--- src/rtl/zuc_pkg.sv ---
package zuc_pkg;
  localparam int CELL_W  = 31;
  localparam int WORD_W  = 32;
  localparam int N_CELLS = 16;
  localparam int N_LOAD  = 7;
  localparam int INIT_ROUNDS = 32;

  // 4-bit mixing boxes for the first S-box, entry 0 in the top nibble
  localparam logic [63:0] MIX_A = 64'h9F0EFF2A040C7539;
  localparam logic [63:0] MIX_B = 64'h8D6570C4B1EAF392;
  localparam logic [63:0] MIX_C = 64'h26A60DAF33D509CD;

  // second S-box in four 64-byte quarters, entry 0 in the top byte
  localparam logic [511:0] SB1_Q0 = {
    64'h55c263713bc84786, 64'h9f3cda5b29aafd77, 64'h8cc5940ca61a1300, 64'he3a8167240f9f842,
    64'h4426689681d9453e, 64'h1076c6a78b3943e1, 64'h3ab5562ac06db305, 64'h2266bfdc0bfa6248};
  localparam logic [511:0] SB1_Q1 = {
    64'hdd20110636c9c1cf, 64'hf62752bb69f5d487, 64'h7f844cd29c57a4bc, 64'h4f9adffed68d7aeb,
    64'h2b53d85ca11417fb, 64'h23d57d3067730809, 64'heeb7703f61b2198e, 64'h4ee54b938f5ddba9};
  localparam logic [511:0] SB1_Q2 = {
    64'hadf1ae2ecb0dfcf4, 64'h2d466e1d97e8d1e9, 64'h4d37a5755e839eab, 64'h829db91ce0cd4989,
    64'h01b6bd5824a25f38, 64'h7899159050b895e4, 64'hd091c7ceed0fb46f, 64'ha0ccf0024a79c3de};
  localparam logic [511:0] SB1_Q3 = {
    64'ha3efea51e66b18ec, 64'h1b2c80f774e7ff21, 64'h5a6a541e41319235, 64'hc433070aba7e0e34,
    64'h88b1987cf33d606c, 64'h7bcad31f32650428, 64'h64be859b2f598ad7, 64'hb025acaf1203e2f2};

  function automatic logic [3:0] nib(input logic [63:0] tab, input logic [3:0] i);
    return 4'(tab >> (4 * (15 - int'(i))));
  endfunction

  function automatic logic [7:0] sbox0(input logic [7:0] x);
    logic [3:0] t1, t2, t3;
    logic [7:0] y;
    t1 = x[7:4] ^ nib(MIX_A, x[3:0]);
    t2 = x[3:0] ^ nib(MIX_B, t1);
    t3 = t1 ^ nib(MIX_C, t2);
    y  = {t3, t2};
    return {y[2:0], y[7:3]};
  endfunction

  function automatic logic [7:0] sbox1(input logic [7:0] x);
    logic [511:0] q;
    case (x[7:6])
      2'd0:    q = SB1_Q0;
      2'd1:    q = SB1_Q1;
      2'd2:    q = SB1_Q2;
      default: q = SB1_Q3;
    endcase
    return 8'(q >> (8 * (63 - int'(x[5:0]))));
  endfunction

  function automatic logic [WORD_W-1:0] subst(input logic [WORD_W-1:0] x);
    return {sbox0(x[31:24]), sbox1(x[23:16]), sbox0(x[15:8]), sbox1(x[7:0])};
  endfunction

  function automatic logic [WORD_W-1:0] lin1(input logic [WORD_W-1:0] x);
    return x ^ {x[29:0], x[31:30]} ^ {x[21:0], x[31:22]} ^ {x[13:0], x[31:14]} ^ {x[7:0], x[31:8]};
  endfunction

  function automatic logic [WORD_W-1:0] lin2(input logic [WORD_W-1:0] x);
    return x ^ {x[23:0], x[31:24]} ^ {x[17:0], x[31:18]} ^ {x[9:0], x[31:10]} ^ {x[1:0], x[31:2]};
  endfunction

  function automatic logic [CELL_W-1:0] rotl31(input logic [CELL_W-1:0] v, input int k);
    return (v << k) | (v >> (CELL_W - k));
  endfunction

  function automatic logic [CELL_W-1:0] add_mod(input logic [CELL_W-1:0] a, input logic [CELL_W-1:0] b);
    logic [CELL_W:0] s;
    s = {1'b0, a} + {1'b0, b};
    s = {1'b0, s[CELL_W-1:0]} + {{CELL_W{1'b0}}, s[CELL_W]};
    return (s[CELL_W-1:0] == '0) ? '1 : s[CELL_W-1:0];
  endfunction
endpackage

--- src/rtl/zuc_lfsr.sv ---
module zuc_lfsr
  import zuc_pkg::*;
(
  input  logic                      clk_i,
  input  logic                      rst_ni,
  input  logic                      load_i,
  input  logic                      resume_i,
  input  logic [N_LOAD*64-1:0]      load_words_i,
  input  logic [63:0]               start_word_i,
  input  logic                      step_i,
  input  logic                      init_mode_i,
  input  logic [CELL_W-1:0]         u_i,
  output logic [N_CELLS*CELL_W-1:0] cells_o
);
  localparam int N_LOW = 2 * N_LOAD;

  logic [CELL_W-1:0] cell_w [N_CELLS];
  logic [CELL_W-1:0] fb;
  logic [N_LOW+1:0]  unused_half_msb;

  always_comb begin
    fb = add_mod(cell_w[0], rotl31(cell_w[0], 8));
    fb = add_mod(fb, rotl31(cell_w[4], 20));
    fb = add_mod(fb, rotl31(cell_w[10], 21));
    fb = add_mod(fb, rotl31(cell_w[13], 17));
    fb = add_mod(fb, rotl31(cell_w[15], 15));
    if (init_mode_i) fb = add_mod(fb, u_i);
  end

  for (genvar j = 0; j < N_LOAD; j++) begin : g_msb
    assign unused_half_msb[2*j]   = load_words_i[64*j+63];
    assign unused_half_msb[2*j+1] = load_words_i[64*j+31];
  end
  assign unused_half_msb[N_LOW]   = start_word_i[63];
  assign unused_half_msb[N_LOW+1] = start_word_i[31];

  for (genvar i = 0; i < N_CELLS; i++) begin : g_cell
    logic [CELL_W-1:0] q, load_val, shift_in;
    logic keep;

    if (i < N_LOW) begin : g_low
      localparam int OFS = 64 * (i / 2) + ((i % 2 == 0) ? 32 : 0);
      assign load_val = load_words_i[OFS +: CELL_W];
      assign keep     = resume_i;
    end else begin : g_top
      localparam int OFS = 32 * (N_CELLS - 1 - i);
      assign load_val = start_word_i[OFS +: CELL_W];
      assign keep     = 1'b0;
    end

    if (i < N_CELLS - 1) begin : g_mid
      assign shift_in = cell_w[i+1];
    end else begin : g_head
      assign shift_in = fb;
    end

    always_ff @(posedge clk_i or negedge rst_ni) begin
      if (!rst_ni)             q <= '0;
      else if (load_i) begin
        if (!keep)             q <= load_val;
      end else if (step_i)     q <= shift_in;
    end

    assign cell_w[i] = q;
    assign cells_o[i*CELL_W +: CELL_W] = q;
  end

  // folded modular sum never stores zero
  p_head_nonzero_r9: assert property (@(posedge clk_i) disable iff (!rst_ni)
    step_i && !load_i |=> cell_w[N_CELLS-1] != '0);

  // resumed start leaves the lower cells alone
  p_resume_keeps_r5: assert property (@(posedge clk_i) disable iff (!rst_ni)
    load_i && resume_i |=> cell_w[0] == $past(cell_w[0]) && cell_w[N_LOW-1] == $past(cell_w[N_LOW-1]));
endmodule

--- src/rtl/zuc_bitreorg.sv ---
module zuc_bitreorg
  import zuc_pkg::*;
(
  input  logic [N_CELLS*CELL_W-1:0] cells_i,
  output logic [WORD_W-1:0]         x0_o,
  output logic [WORD_W-1:0]         x1_o,
  output logic [WORD_W-1:0]         x2_o,
  output logic [WORD_W-1:0]         x3_o
);
  logic [CELL_W-1:0] s [N_CELLS];

  for (genvar i = 0; i < N_CELLS; i++) begin : g_unpack
    assign s[i] = cells_i[i*CELL_W +: CELL_W];
  end

  assign x0_o = {s[15][30:15], s[14][15:0]};
  assign x1_o = {s[11][15:0], s[9][30:15]};
  assign x2_o = {s[7][15:0],  s[5][30:15]};
  assign x3_o = {s[2][15:0],  s[0][30:15]};
endmodule

--- src/rtl/zuc_nlf.sv ---
module zuc_nlf
  import zuc_pkg::*;
(
  input  logic              clk_i,
  input  logic              rst_ni,
  input  logic              clear_i,
  input  logic              update_i,
  input  logic [WORD_W-1:0] x0_i,
  input  logic [WORD_W-1:0] x1_i,
  input  logic [WORD_W-1:0] x2_i,
  output logic [WORD_W-1:0] w_o
);
  logic [WORD_W-1:0] r1_q, r2_q, w1, w2, r1_d, r2_d;

  assign w_o  = (x0_i ^ r1_q) + r2_q;
  assign w1   = r1_q + x1_i;
  assign w2   = r2_q ^ x2_i;
  assign r1_d = subst(lin1({w1[15:0], w2[31:16]}));
  assign r2_d = subst(lin2({w2[15:0], w1[31:16]}));

  always_ff @(posedge clk_i or negedge rst_ni) begin
    if (!rst_ni) begin
      r1_q <= '0;
      r2_q <= '0;
    end else if (clear_i) begin
      r1_q <= '0;
      r2_q <= '0;
    end else if (update_i) begin
      r1_q <= r1_d;
      r2_q <= r2_d;
    end
  end
endmodule

--- src/rtl/zuc_keystream_core.sv ---
module zuc_keystream_core
  import zuc_pkg::*;
#(
  parameter int ROUNDS = INIT_ROUNDS
) (
  input  logic                 clk_i,
  input  logic                 rst_ni,
  input  logic                 start_i,
  input  logic                 resume_i,
  input  logic [63:0]          start_word_i,
  input  logic [N_LOAD*64-1:0] load_words_i,
  input  logic                 ks_ready_i,
  output logic                 busy_o,
  output logic                 ks_valid_o,
  output logic [WORD_W-1:0]    ks_data_o
);
  localparam int CNT_W = $clog2(ROUNDS + 1);

  logic busy_q, live_q;
  logic [CNT_W-1:0] cnt_q;
  logic start_take, last_round, consume, advance, init_mode;
  logic [N_CELLS*CELL_W-1:0] cells;
  logic [WORD_W-1:0] x0, x1, x2, x3, w;

  assign start_take = start_i && !busy_q;
  assign last_round = busy_q && (cnt_q == CNT_W'(ROUNDS));
  assign consume    = live_q && ks_ready_i;
  assign advance    = busy_q || consume;
  assign init_mode  = busy_q && !last_round;

  always_ff @(posedge clk_i or negedge rst_ni) begin
    if (!rst_ni) begin
      busy_q <= 1'b0;
      live_q <= 1'b0;
      cnt_q  <= '0;
    end else if (start_take) begin
      busy_q <= 1'b1;
      live_q <= 1'b0;
      cnt_q  <= '0;
    end else if (busy_q) begin
      if (last_round) begin
        busy_q <= 1'b0;
        live_q <= 1'b1;
      end else begin
        cnt_q <= cnt_q + 1'b1;
      end
    end
  end

  zuc_lfsr u_lfsr (
    .clk_i        (clk_i),
    .rst_ni       (rst_ni),
    .load_i       (start_take),
    .resume_i     (resume_i),
    .load_words_i (load_words_i),
    .start_word_i (start_word_i),
    .step_i       (advance),
    .init_mode_i  (init_mode),
    .u_i          (w[WORD_W-1:1]),
    .cells_o      (cells)
  );

  zuc_bitreorg u_reorg (
    .cells_i (cells),
    .x0_o    (x0),
    .x1_o    (x1),
    .x2_o    (x2),
    .x3_o    (x3)
  );

  zuc_nlf u_nlf (
    .clk_i    (clk_i),
    .rst_ni   (rst_ni),
    .clear_i  (start_take),
    .update_i (advance),
    .x0_i     (x0),
    .x1_i     (x1),
    .x2_i     (x2),
    .w_o      (w)
  );

  assign busy_o     = busy_q;
  assign ks_valid_o = live_q;
  assign ks_data_o  = w ^ x3;

  p_busy_no_valid_r2: assert property (@(posedge clk_i) disable iff (!rst_ni)
    busy_o |-> !ks_valid_o);

  p_init_done_r2: assert property (@(posedge clk_i) disable iff (!rst_ni)
    last_round |=> !busy_o && ks_valid_o);

  p_start_ignored_r3: assert property (@(posedge clk_i) disable iff (!rst_ni)
    busy_o && start_i && !last_round |=> busy_o && cnt_q == $past(cnt_q) + 1'b1);

  p_stall_holds_r7: assert property (@(posedge clk_i) disable iff (!rst_ni)
    ks_valid_o && !ks_ready_i && !start_i |=> ks_valid_o && $stable(ks_data_o));

  p_restart_r8: assert property (@(posedge clk_i) disable iff (!rst_ni)
    ks_valid_o && start_i |=> busy_o && !ks_valid_o);
endmodule

--- config.mk ---
export PLATFORM = sky130hd
export DESIGN_NAME = zuc_keystream_core
export DESIGN_NICKNAME = d
export VERILOG_FILES = /design/src/rtl/zuc_pkg.sv /design/src/rtl/zuc_lfsr.sv /design/src/rtl/zuc_bitreorg.sv /design/src/rtl/zuc_nlf.sv /design/src/rtl/zuc_keystream_core.sv
export SDC_FILE = /design/constraint.sdc
export NUM_CORES = 2
export LEC_CHECK = 0
export BUFFER_PORTS_ARGS = -buffer_cell sky130_fd_sc_hd__clkbuf_2
export CAP_MARGIN = 30
export CORE_MARGIN = 2
export CORE_UTILIZATION = 60
export CTS_CLUSTER_SIZE = 12
export DETAILED_ROUTE_END_ITERATION = 8
export PLACE_DENSITY_LB_ADDON = 0.12
export SLEW_MARGIN = 30
export SYNTH_ARGS = -nofsm -noshare
export SYNTH_HDL_FRONTEND = slang
export SYNTH_SLANG_ARGS = --single-unit
--- constraint.sdc ---
create_clock -name clk_i -period 54.3 [get_ports clk_i]
set_input_delay 5.43 -clock clk_i [delete_from_list [all_inputs] [get_ports clk_i]]
set_output_delay 5.43 -clock clk_i [all_outputs]
set_load 0.01 [all_outputs]
---- Word level (Yosys, flattened, before mapping) ----
Cells that the tools add are included.
word-level totals
  input port bits ......................... 517
  logic and storage cells ................. 200
  register bits after elaboration ......... 568
operators by class
  muxes and demuxes ....................... 70
  eq/ne operators ......................... 11
  add/subtract/negate cells ............... 31
  shift operators ......................... 16
  reduce and logical (&&, ||, !) cells .... 23
  bitwise operators ....................... 28
operator list
  operator                 number
  $pmux W512 S3            4
  $shr A512 B32 Y8         4
  $mux W31                 53
  $shr A64 B32 Y4 const A  8
  $xor A32 B32 Y32         11
  $shr A62 B32 Y4 const A  4
  $add A31 B31 Y32         6
  $add A31 B1 Y31          6
  $logic_not A31 Y1        6
  $mux W32                 4
  $add A32 B32 Y32         2
  $sub A4 B4 Y5 const A    12
  $xor A4 B4 Y4            12
  $or A31 B15 Y31          1
  $or A31 B17 Y31          1
  $or A31 B20 Y31          1
  $or A31 B21 Y31          1
  $or A31 B8 Y31           1
  $sub A6 B6 Y7 const A    4
  $mux W6                  3
  $eq A2 B1 Y1 const B     4
  $eq A2 B2 Y1 const B     4
  $logic_not A2 Y1         4
  $add A6 B1 Y6 const B    1
  8 further kinds          22

---- Logic depth before layout (Yosys ltp) ----
  depth in word-level cells ............... 28
  depth in mapped cells ................... 214

---- Cells and area by module ----
A second synthesis with hierarchy kept.
unflattened totals
  cells, all modules ...................... 8,489
  area total of the unflattened synthesis .. 65,534.1 sq um
by module, submodules not included
  module              sequential area each (sq um)  cells each  times used  area an instance (sq um)
  zuc_lfsr            12,411.9                      4,848       1           40,771.6
  zuc_nlf             1,601.5                       3,441       1           23,085.9
  zuc_bitreorg        0.0                           128         1           960.9
  zuc_keystream_core  200.2                         72          1           715.7

---- Worst setup path before layout ----
Ideal clock, no wire load.
  path type ............................... register to register
  start ................................... register u_lfsr.g_cell[0].q[1]
  end ..................................... register u_lfsr.g_cell[15].q[21]
  data arrival time ....................... 39,604 ps
  library setup time ...................... 74 ps
  cell stages (with the launch flop) ...... 208
  required time ........................... 54,226 ps
  path slack .............................. 14,621 ps
  period minus slack after synthesis ...... 39,679 ps
  path through ............................ dfrtp_1 -> ha_1 -> a21o_1 -> a21oi_1 -> o21ai_0 -> a21oi_1 -> o21ai_0 -> a21oi_1 -> o21ai_0 -> a2111oi_0 -> o311ai_0 -> o311ai_0 -> a31oi_1 -> nand4_1 -> nand4b_1 -> a2111o_1 -> a31o_2 -> a21oi_1 -> (+172 left out) -> ha_1 -> ha_1 -> inv_1 -> or2_2 -> mux2i_1 -> nand4_1 -> nor3_2 -> nand2b_1 -> clkbuf_1 -> or4_1 -> xor2_1 -> a2111oi_2 -> nand4bb_1 -> nor4_2 -> a31oi_1 -> buf_4 -> buf_8 -> a21oi_4
between the ends
  word-level cells in the longest chain between the ends .. 28
RTL lines
  item                    line            text
  from (decl)             zuc_lfsr.sv:38  logic [CELL_W-1:0] q, load_val, shift_in;
  from (signal assigned)  zuc_lfsr.sv:60  if (!keep) q <= load_val;
  from (signal assigned)  zuc_lfsr.sv:61  end else if (step_i) q <= shift_in;
  $or A31 B8 Y31          zuc_pkg.sv:65   return (v << k) | (v >> (CELL_W - k));
  $add A31 B31 Y32 *      zuc_pkg.sv:70   s = {1'b0, a} + {1'b0, b};
  $add A31 B1 Y31 *       zuc_pkg.sv:71   s = {1'b0, s[CELL_W-1:0]} + {{CELL_W{1'b0}}, s[CELL_W]};
  $logic_not A31 Y1       zuc_pkg.sv:72   return (s[CELL_W-1:0] == '0) ? '1 : s[CELL_W-1:0];
  $mux W31 *              zuc_pkg.sv:72
  $add A31 B31 Y32 *      zuc_pkg.sv:70
  $add A31 B1 Y31 *       zuc_pkg.sv:71
  $logic_not A31 Y1       zuc_pkg.sv:72
  (+12 left out)          -
  $mux W31 *              zuc_pkg.sv:72
  $add A31 B31 Y32        zuc_pkg.sv:70
  $add A31 B1 Y31         zuc_pkg.sv:71
  $logic_not A31 Y1       zuc_pkg.sv:72
  $mux W31                zuc_pkg.sv:72
  $mux W31 *              zuc_lfsr.sv:27  if (init_mode_i) fb = add_mod(fb, u_i);
  $mux W31 *              zuc_lfsr.sv:61
  $mux W31 *              zuc_lfsr.sv:59  else if (load_i) begin
  to (signal assigned)    zuc_lfsr.sv:60
  to (signal assigned)    zuc_lfsr.sv:61
  to (decl)               zuc_lfsr.sv:38
Every way passes the cells marked *; elsewhere a longest branch is shown, timed or not. The select of a mux whose other input is x is not followed.
A chain may end at the register's enable or synchronous reset.

---- Final worst setup path ----
  start ................................... register u_lfsr.g_cell[0].q[1]
  end ..................................... register u_lfsr.g_cell[15].q[26]
The elaborated chain is that of the path after synthesis.

==> summary.txt <==
Die
  – Core area: slightly below 100000 µm²
  – Top-Level Pins: 551
  – FP Rows: 115
  – Die height: 318 µm
  – Die W: approximately 320 µm
  – Initial Util: 60.3%
  – Die area: 101000 µm²

Setup path
  – CP max-delay cell: or4b_2
  – Critical path endpoint category: register
  – Reg2reg path depth: 195
  – Launching point of the worst reg2reg path: u_lfsr.g_cell[0].q[1]
  – Startpoint types: register
  – Critical-path maximum fanout: 30
  – Critical path type: reg2reg
  – R2R Path End: u_lfsr.g_cell[14].shift_in[26]
  – Critical Path AT: around 49000 ps
  – Req. time, crit path: 54900 ps
  – R2R setup slack: between 6000 and 7000 ps
  – Max incr delay on CP: around 900 ps
  – Cell mode on critical path: a21oi_1

Cells and area
  – Fillers: 8529
  – Area growth, synth to finish: 9.49%
  – Most common cell after layout, fill and taps aside: nand2_1
  – Non-filler cells, final: 9776
  – Nets: 9265
  – Share of cells above drive strength 1: 10.7%
  – Most frequent cells in the layout: 1590 x nand2_1, 942 x nor2_1, 568 x dfrtp_1, 556 x a21oi_1, 546 x a31oi_1

Synthesis
  – Post-synthesis simple-gate area fraction: 25.2%
  – Mapped Cells: 8274
  – XOR/XNOR Fraction of Synth Area: 10.7%
  – Post-synthesis compound-gate area fraction: 26.9%
  – Post-Syn Area per Cell: approximately 7.1 µm²
  – Count of cell types in the netlist: between 100 and 150
  – Number of enable flip-flop cells after synthesis: 0
  – Adder-cell share of the synthesized area: 7.03%
  – Mux share of post-synthesis cell area: 1.59%
  – Combinational family with the most area after synthesis: compound AO/OA/AOI/OAI gates
  – Post-Syn Area: 59100 µm²
  – Async S/R FF share, synth: 100%
  – FF+latch count, synth: 568
  – Top FF cell, synth: dfrtp_1
  – Part of the Yosys area used for sequential elements: 24.0%
  – Synth warnings: 0
  – Syn Nets: 9116

STA
  – Relative slew margins: 26.6%
  – RSZ-0062 raised after global routing: no
  – Worst hold margin: 484 ps
  – Clk_skew: ~46 ps
  – Final Hold Fails: 0
  – Setup TNS: 0 ps
  – Final count of negative-setup-slack endpoints: 0
  – Tmin final: about 48000 ps
  – Slew @ Worst Pin: 1100 ps
  – Maximum clock rate: 20.8 MHz
  – Final slew viol count: 0
  – Final critical-path share of the clock period: about nine tenths

Clocking
  – CTS tree: built
  – Total CTS buffers: slightly above 60
  – Clk sink count: 568
  – Post-CTS Setup Inserts: 0
  – Hold buffer count at CTS: 0
  – Root buffer cell: clkbuf_16
  – Clk buf depth: 3
  – H-tree levels: 2
  – Clock latency on the worst-skew pair: approximately 720 ps
  – Post-CTS Resized: 0
  – Worst-path clk slew: 60 ps

Status
  – Status: finished, violations left
  – Violated checks: design-rule violations

GRT
  – First-pass GRT wire length: 393000 µm
  – Largest net degree at the start of global routing: 283
  – Overall Global Routing Usage: 50.7%
  – Vias in the first global route: 62800
  – Remaining global-route overflow: 0
  – Initial antenna violation count: 29

Routing
  – Final WL: 266000 µm
  – DR vias: 68800
  – DRT iter0 DRCs: roughly 13000
  – DR pass1 iterations: 9
  – DRC viols: 20
  – Avg WL per Cell: 27.2 µm
  – Drt via density: 7.04
  – Antenna Nets Post-Route: 0

Hold path
  – Worst Hold End: u_lfsr.g_cell[13].shift_in[28]
  – Tightest Hold Check Type: reg2reg
  – Hold path cells: 2
  – Beginning of the worst hold path: u_lfsr.g_cell[13].shift_in[28]

Placed design
  – Placed cells: 9646
  – Hpwl dp: 200000 µm
  – Port bufs: 534
  – RePlAce Congestion: 1.11

Run
  – Max cap viols: 0
## synth_stat cells (all sizes together) (59+ instances only)
library cell,number,area (µm²)
nor3,198,996
nand3,175,881
inv,131,492
xor2,273,2400
ha,317,3970
nand2,1590,5970
mux2i,61,611
a31oi,547,3420
and3,76,480
nand2b,90,563
nor2,943,3540
o211ai,88,666
o21ai,480,2420
a21oi,568,2960
a211oi,109,818
xnor2,438,3840
a21o,74,556
clkbuf,500,1880
dfrtp,568,14200
o311ai,59,534
## through the flow
step,worst slack [ps],area (µm²),util [%]
5_1_grt,2930,64700,66.0
3_3_place_gp,8250,62500,63.8
6_report,6250,64700,66.1
2_1_floorplan,14620,59100,-
3_5_place_dp,7310,62600,63.9
4_1_cts,7080,64600,65.9
## per-layer routing
layer  wire [µm]  up-vias  track usage (%)  share of wire (%)
li1            -    30100                -                  -
met1       94100    32000             62.7                 35
met2      106000     5514             71.4                 40
met3       38700     1300             16.9                 15
met4       27500       14             41.8                 10
met5          92        -                0              0.035
## registers in the layout, indices dropped and copies added, names as in the netlist
| name | flops |
|---|---|
| busy_o | 1 |
| cnt_q | 6 |
| ks_valid_o | 1 |
| u_lfsr.g_cell.q | 62 |
| u_lfsr.g_cell.shift_in | 434 |
| u_nlf.r1_q | 32 |
| u_nlf.r2_q | 32 |
## critical path, delay by kind of cell (launching register included)
family / cells / cell delay, ps
xor+xnor: 4 / 690
compound gates: 91 / 22870
simple gates: 76 / 18380
flops: 1 / 440
mux: 2 / 450
buf+inv: 5 / 970
fa+ha+maj: 17 / 4080
## how the worst max path moves through the flow
stage	endpoint	slack, ps	from
after floorplan	u_lfsr.g_cell[14].shift_in[21]	14620	u_lfsr.g_cell[0].q[1]
after global placement	u_lfsr.g_cell[14].shift_in[26]	8250	u_lfsr.g_cell[0].q[1]
after detailed placement	u_lfsr.g_cell[14].shift_in[7]	7310	u_lfsr.g_cell[0].q[1]
after CTS	u_lfsr.g_cell[14].shift_in[26]	7080	u_lfsr.g_cell[0].q[1]
after global routing	u_lfsr.g_cell[14].shift_in[9]	2930	u_lfsr.g_cell[0].q[1]
final	u_lfsr.g_cell[14].shift_in[26]	6250	u_lfsr.g_cell[0].q[1]
## layout make-up
cell class / instances / area, µm² / area share, %
Clock buffer: 89 / 1800 / 2.79
Antenna cell: 24 / 60.1 / 0.0928
Clock inverter: 16 / 180 / 0.278
Multi-Input combinational cell: 7014 / 42800 / 66.1
Sequential cell: 568 / 14200 / 22.0
Tap cell: 1287 / 1610 / 2.49
Timing Repair Buffer: 643 / 3580 / 5.53
Inverter: 135 / 507 / 0.783
## logic make-up after synthesis
logic type / after synthesis
fa+ha+maj: 328
xor+xnor: 715
mux: 78
compound gates: 2462
simple gates: 3431
buf+inv: 692
flops: 568
Power is not shown: default switching activity piles up to over one toggle a cycle in this logic, so the estimate is an artifact.
